### src/rtl/dtpwm_pkg.sv
package dtpwm_pkg;
  typedef enum logic [1:0] {
    PH_FIRST  = 2'd0,
    PH_SECOND = 2'd1,
    PH_DEAD   = 2'd2
  } phase_e;
endpackage

### src/rtl/dtpwm_dead_cnt.sv
module dtpwm_dead_cnt #(
  parameter int unsigned CNT_W = 8
) (
  input  logic             clk_i,
  input  logic             rst_ni,
  input  logic             clr_i,
  input  logic             tick_i,
  output logic [CNT_W-1:0] cnt_o
);
  localparam logic [CNT_W-1:0] CntMax = {CNT_W{1'b1}};

  always_ff @(posedge clk_i or negedge rst_ni) begin
    if (!rst_ni)                       cnt_o <= '0;
    else if (clr_i)                    cnt_o <= '0;
    else if (tick_i && cnt_o != CntMax) cnt_o <= cnt_o + 1'b1; // saturate
  end
endmodule

### src/rtl/dtpwm_seq.sv
module dtpwm_seq
  import dtpwm_pkg::*;
(
  input  logic   clk_i,
  input  logic   rst_ni,
  input  logic   idle_i,
  input  logic   freeze_i,
  input  logic   lead_i,
  input  logic   pol_i,
  input  logic   both_i,
  input  logic   match_a_i,
  input  logic   match_b_i,
  input  logic   force_a_i,
  input  logic   force_b_i,
  output phase_e phase_o,
  output logic   pwm_o,
  output logic   cnt_clr_o,
  output logic   flag_set_o
);
  phase_e phase_d;
  logic   pwm_d;
  logic   ev_a, ev_b;
  logic   lead_edge, trail_edge, by_match;

  assign ev_a = (phase_o != PH_DEAD) && (match_a_i || force_a_i);
  assign ev_b = (phase_o == PH_DEAD) && (match_b_i || force_b_i);

  always_comb begin
    phase_d    = phase_o;
    pwm_d      = pwm_o;
    cnt_clr_o  = 1'b0;
    lead_edge  = 1'b0;
    trail_edge = 1'b0;
    by_match   = 1'b0;
    if (idle_i) begin
      phase_d = PH_FIRST;
      pwm_d   = ~pol_i;
    end else if (freeze_i) begin
      if (force_b_i)      pwm_d = lead_i ? pol_i : ~pol_i;
      else if (force_a_i) pwm_d = lead_i ? ~pol_i : pol_i;
    end else if (lead_i) begin
      unique case (phase_o)
        PH_FIRST: if (ev_a) begin
          cnt_clr_o = 1'b1;
          phase_d   = PH_DEAD;
        end
        PH_DEAD: if (ev_b) begin
          pwm_d     = pol_i;
          phase_d   = PH_SECOND;
          lead_edge = 1'b1;
          by_match  = match_b_i;
        end
        PH_SECOND: if (ev_a) begin
          pwm_d      = ~pol_i;
          phase_d    = PH_FIRST;
          trail_edge = 1'b1;
          by_match   = match_a_i;
        end
        default: phase_d = PH_FIRST;
      endcase
    end else begin
      unique case (phase_o)
        PH_FIRST: if (ev_a) begin
          pwm_d     = pol_i;
          phase_d   = PH_SECOND;
          lead_edge = 1'b1;
          by_match  = match_a_i;
        end
        PH_SECOND: if (ev_a) begin
          cnt_clr_o = 1'b1;
          phase_d   = PH_DEAD;
        end
        PH_DEAD: if (ev_b) begin
          pwm_d      = ~pol_i;
          phase_d    = PH_FIRST;
          trail_edge = 1'b1;
          by_match   = match_b_i;
        end
        default: phase_d = PH_FIRST;
      endcase
    end
    flag_set_o = by_match && (trail_edge || (lead_edge && both_i));
  end

  always_ff @(posedge clk_i or negedge rst_ni) begin
    if (!rst_ni) begin
      phase_o <= PH_FIRST;
      pwm_o   <= 1'b0;
    end else begin
      phase_o <= phase_d;
      pwm_o   <= pwm_d;
    end
  end
endmodule

### src/rtl/dtpwm_flag.sv
module dtpwm_flag (
  input  logic clk_i,
  input  logic rst_ni,
  input  logic set_i,
  input  logic clr_i,
  output logic flag_o
);
  always_ff @(posedge clk_i or negedge rst_ni) begin
    if (!rst_ni)    flag_o <= 1'b0;
    else if (set_i) flag_o <= 1'b1; // set beats clear
    else if (clr_i) flag_o <= 1'b0;
  end
endmodule

### src/rtl/dtpwm_channel.sv
module dtpwm_channel
  import dtpwm_pkg::*;
#(
  parameter int unsigned CNT_W = 8
) (
  input  logic             clk_i,
  input  logic             rst_ni,
  input  logic             en_i,
  input  logic             tick_i,
  input  logic             freeze_i,
  input  logic             lead_mode_i,
  input  logic             pol_i,
  input  logic             flag_both_i,
  input  logic [CNT_W-1:0] duty_i,
  input  logic [CNT_W-1:0] dead_i,
  input  logic [CNT_W-1:0] bus_cnt_i,
  input  logic             force_a_i,
  input  logic             force_b_i,
  input  logic             flag_clr_i,
  output logic             pwm_o,
  output logic             flag_o
);
  logic             en_q, lead_q, pol_q;
  logic             restart, idle, tick_run;
  logic             match_a, match_b;
  logic             cnt_clr, flag_set;
  logic [CNT_W-1:0] cnt_q;
  phase_e           phase_q;

  always_ff @(posedge clk_i or negedge rst_ni) begin
    if (!rst_ni) begin
      en_q   <= 1'b0;
      lead_q <= 1'b0;
      pol_q  <= 1'b0;
    end else begin
      en_q   <= en_i;
      lead_q <= lead_mode_i;
      pol_q  <= pol_i;
    end
  end

  assign restart  = en_i && (!en_q || lead_mode_i != lead_q || pol_i != pol_q);
  assign idle     = !en_i || restart;
  assign tick_run = tick_i && !idle && !freeze_i;
  assign match_a  = tick_run && phase_q != PH_DEAD && bus_cnt_i == duty_i;
  assign match_b  = tick_run && phase_q == PH_DEAD && cnt_q == dead_i;

  dtpwm_dead_cnt #(.CNT_W(CNT_W)) u_cnt (
    .clk_i  (clk_i),
    .rst_ni (rst_ni),
    .clr_i  (cnt_clr),
    .tick_i (tick_run),
    .cnt_o  (cnt_q)
  );

  dtpwm_seq u_seq (
    .clk_i      (clk_i),
    .rst_ni     (rst_ni),
    .idle_i     (idle),
    .freeze_i   (freeze_i),
    .lead_i     (lead_mode_i),
    .pol_i      (pol_i),
    .both_i     (flag_both_i),
    .match_a_i  (match_a),
    .match_b_i  (match_b),
    .force_a_i  (force_a_i),
    .force_b_i  (force_b_i),
    .phase_o    (phase_q),
    .pwm_o      (pwm_o),
    .cnt_clr_o  (cnt_clr),
    .flag_set_o (flag_set)
  );

  dtpwm_flag u_flag (
    .clk_i  (clk_i),
    .rst_ni (rst_ni),
    .set_i  (flag_set),
    .clr_i  (flag_clr_i),
    .flag_o (flag_o)
  );
endmodule

### config.mk
export PLATFORM = sky130hd
export DESIGN_NAME = dtpwm_channel
export DESIGN_NICKNAME = d
export VERILOG_FILES = /design/src/rtl/dtpwm_pkg.sv /design/src/rtl/dtpwm_dead_cnt.sv /design/src/rtl/dtpwm_seq.sv /design/src/rtl/dtpwm_flag.sv /design/src/rtl/dtpwm_channel.sv
export SDC_FILE = /design/constraint.sdc
export NUM_CORES = 1
export LEC_CHECK = 0
export ABC_AREA = 1
export BUFFER_PORTS_ARGS = -buffer_cell sky130_fd_sc_hd__buf_4
export CAP_MARGIN = 40
export CELL_PAD_IN_SITES_DETAIL_PLACEMENT = 0
export CELL_PAD_IN_SITES_GLOBAL_PLACEMENT = 1
export CORE_UTILIZATION = 39
export CTS_CLUSTER_SIZE = 40
export DETAILED_ROUTE_END_ITERATION = 12
export GPL_TIMING_DRIVEN = 1
export MAX_ROUTING_LAYER = met4
export PLACE_DENSITY = 0.88
export SLEW_MARGIN = 20
export SYNTH_ARGS = -nofsm -noshare
export SYNTH_HDL_FRONTEND = slang
export SYNTH_SLANG_ARGS = --single-unit
export TNS_END_PERCENT = 10
### constraint.sdc
create_clock -name clk_i -period 4 [get_ports clk_i]
set_input_delay 0.4 -clock clk_i [delete_from_list [all_inputs] [get_ports clk_i]]
set_output_delay 0.4 -clock clk_i [all_outputs]
set_load 0.01 [all_outputs]
==> flow_summary.json <==
{
  "run_status": "complete, but fails checks",
  "violations_in_the_final_reports": "hold timing",
  "clock_path_buffers": 2,
  "power_per_cell_area_nw_per_um2": 295.3,
  "data_arrival_time_at_the_worst_slack_endpoint_ns": 2.25,
  "sequential_cell_area_um2": 375.4,
  "grt_setup_unrepaired": "no",
  "synth_area_leader_cell": "sky130_fd_sc_hd__dfrtp_1",
  "worstSkewPairLatency_ns": 0.25,
  "static-leakage-power_uw": 0.001062,
  "grt_util_all_layers_pct": 19.39,
  "post-dp-hpwl_um": 2773,
  "ys_seq_elements": 15,
  "tritoncts": "done",
  "finalSetupViolCount": 0,
  "routed_vias": 1559,
  "core_region_area_um2": 3661,
  "max-vdd-ir-drop_v": 0.0001696,
  "multi_input_comb_area_um2": 902.1,
  "final_common_cell": "sky130_fd_sc_hd__nand2_1",
  "report.final.slew_viol_count": 0,
  "hp-class": "input pin to asynchronous set/reset pin",
  "root_buffer": "sky130_fd_sc_hd__clkbuf_8",
  "grt-ovfl-total": 0,
  "netlist_area_um2": 1491,
  "design.final.nets": 331,
  "achievable-frequency_ghz": 0.4740,
  "first_pass_drt_iterations": 8,
  "worst_path_most_repeated_cell": "sky130_fd_sc_hd__nand2_1",
  "first_global_vias": 1466,
  "grt_first_pass_wirelength_um": 6113,
  "drt-initial-drc-count": 70,
  "drc": 0,
  "layout.cells.most_common_list": "75 x sky130_fd_sc_hd__nand2_1, 50 x sky130_fd_sc_hd__inv_1, 36 x sky130_fd_sc_hd__buf_4",
  "slew-limit-headroom_pct": 76.41,
  "avgSynthCellArea_um2": 5.918,
  "route.detailed.wl_per_inst_um": 10.19,
  "cts_buffers": 3,
  "cts_max_level": 1,
  "synth-seq-area-share_pct": 25.17,
  "clk_pin_slew_ns": 0.07,
  "syn_nets": 292,
  "die_h_um": 63.84,
  "cts.repair.resized": 0,
  "crit_path_max_fanout": 8,
  "worst_ep_required_time_ns": 4.14,
  "critical_path.max_stage_delay_ns": 0.42,
  "antenna_found_initial": 0,
  "finalCriticalPeriod_ns": 2.110,
  "viasPerCell": 4.612,
  "final.setup.tns_ns": 0,
  "ioPinCount": 37,
  "diodes": 0,
  "layout_cells_sized_above_1_pct": 17.59,
  "fin_skew_ns": 0.007280,
  "fp.dieArea_um2": 4076,
  "netlist_instances": 252,
  "p_r_area_growth_vs_syn_pct": 24.16,
  "critical_path_class": "register to register",
  "cp-end-kind": "register",
  "maxCapViolCount": 0,
  "number_of_failing_hold_endpoints_at_the_final_stage": 5,
  "finish.utilization_pct": 50.58,
  "post_cts_buffers": 0,
  "die_w_um": 63.84,
  "crit_slowest_cell": "sky130_fd_sc_hd__dfrtp_1",
  "finalWorstSetupSlack_ns": 1.890,
  "ys_warn_count": 0,
  "crit_path_start_kind": "register",
  "final_cell_count_no_fill": 338,
  "worst_hold_slack_ns": -0.001630,
  "ys_top_cells_by_area": "sky130_fd_sc_hd__dfrtp_1 25%, sky130_fd_sc_hd__nand2_1 19%, sky130_fd_sc_hd__inv_1 13%",
  "crit_family": "simple AND/OR/NAND/NOR gates",
  "tcrit_tclk_final_pct": 52.75,
  "postRouteAntennaNets": 0,
  "gp_congestion": 0.8815,
  "worst_max_slew_pin_slew_ns": 0.3528,
  "hold_buf_cts": 0,
  "start_util_pct": 40.74,
  "wl_um": 3444,
  "synthDominantCellAreaShare_pct": 25.17,
  "timing.critical_path.cells": "inv_1 > ha_1 > inv_1 > a21oi_1 > nand3_1 > nor2_1 > nand2_1 > nand4_1 > nand2_1 > nor2_2 > nand2_1 > nand2_1 > nand2_1",
  "fill_cell_count": 390,
  "grt_max_degree": 16,
  "io_buffer_count": 36,
  "clkSinkCount": 15,
  "cp.buffers_inverters": 2,
  "place_inst": 334,
  "place_ws_ns": 1.914,
  "distinct_cell_type_count_of_the_synthesized_netlist": 27,
  "fp-row-count": 22
}
kinds of logic (layout without fill, tap and decap cells):
logic type,Yosys count,after routing,synth area share [%]
AO/OA/AOI/OAI,23,23,8.305
flip-flops,15,15,25.17
adder cells (fa/ha/maj),5,5,4.195
XOR/XNOR,5,5,2.937
AND/OR/NAND/NOR,149,149,45.05
buffers and inverters,55,93,14.35
cell type report:
cell class / instances / area share (%)
clock buffer: 4 / 2.432
inverter: 53 / 10.74
multi-input combinational: 182 / 48.72
sequential: 15 / 20.27
tap: 48 / 3.243
timing repair buffer: 36 / 14.59
metal layers:
| layer | vias to the layer above | GRT usage (%) | wire [um] |
|---|---|---|---|
| li1 | 856 | - | - |
| met2 | 44 | 29.52 | 1435 |
| met5 | - | - | 0 |
| met3 | 2 | 2.857 | 191 |
| met1 | 657 | 26.37 | 1790 |
| met4 | 0 | 5.966 | 27 |
state kept, by name, indices dropped and copies added (netlist names):
| register | count |
|---|---|
| u_cnt.cnt_o | 8 |
| u_seq.phase_o | 2 |
| en_q | 1 |
| lead_q | 1 |
| pol_q | 1 |
| u_flag.flag_o | 1 |
| u_seq.pwm_o | 1 |
through the flow:
step | instance area [um^2] | power [uW]
floorplan | 1491 | 355.9
CTS | 1852 | 551.0
global placement | 1807 | 425.2
finish | 1852 | 546.9
detailed placement | 1807 | 424.3
global route | 1852 | 596.4
Yosys cell counts (all sizes together):
cell type,instances
nand2,78
inv,53
nor2,32
nand3,21
o21ai,16
dfrtp,15
nand4,8
a21oi,6
ha,5
nor3,5
nor4,3
xnor2,3
xor2,2
buf,1
clkbuf,1
nand3b,1
o211a,1
or2,1
power by group:
part	total, uW	switching [uW]	leakage [uW]	internal [uW]
sequential	216	32.4	0.000179	183
clock	125	54.4	0.0000228	70.5
combinational	206	120	0.000860	86.4
path summary, 6_finish.rpt:
check | startpoint | endpoint | slack, ns | depth (start not counted)
min in group clk_i | en_i | en_q | 0.27 | 1
setup / recovery | u_seq.phase_o[0] | u_seq.pwm_o | 1.89 | 13
max in group asynchronous | rst_ni | u_cnt.cnt_o[1] | 3.81 | 1
setup reg to reg | u_seq.phase_o[0] | u_seq.pwm_o | 1.89 | 13
hold / removal | rst_ni | u_seq.phase_o[0] | -0.002 | 1
hold reg to reg | u_seq.pwm_o | u_seq.pwm_o | 0.49 | 2
Note: power is estimated with default switching activity, not from simulation.
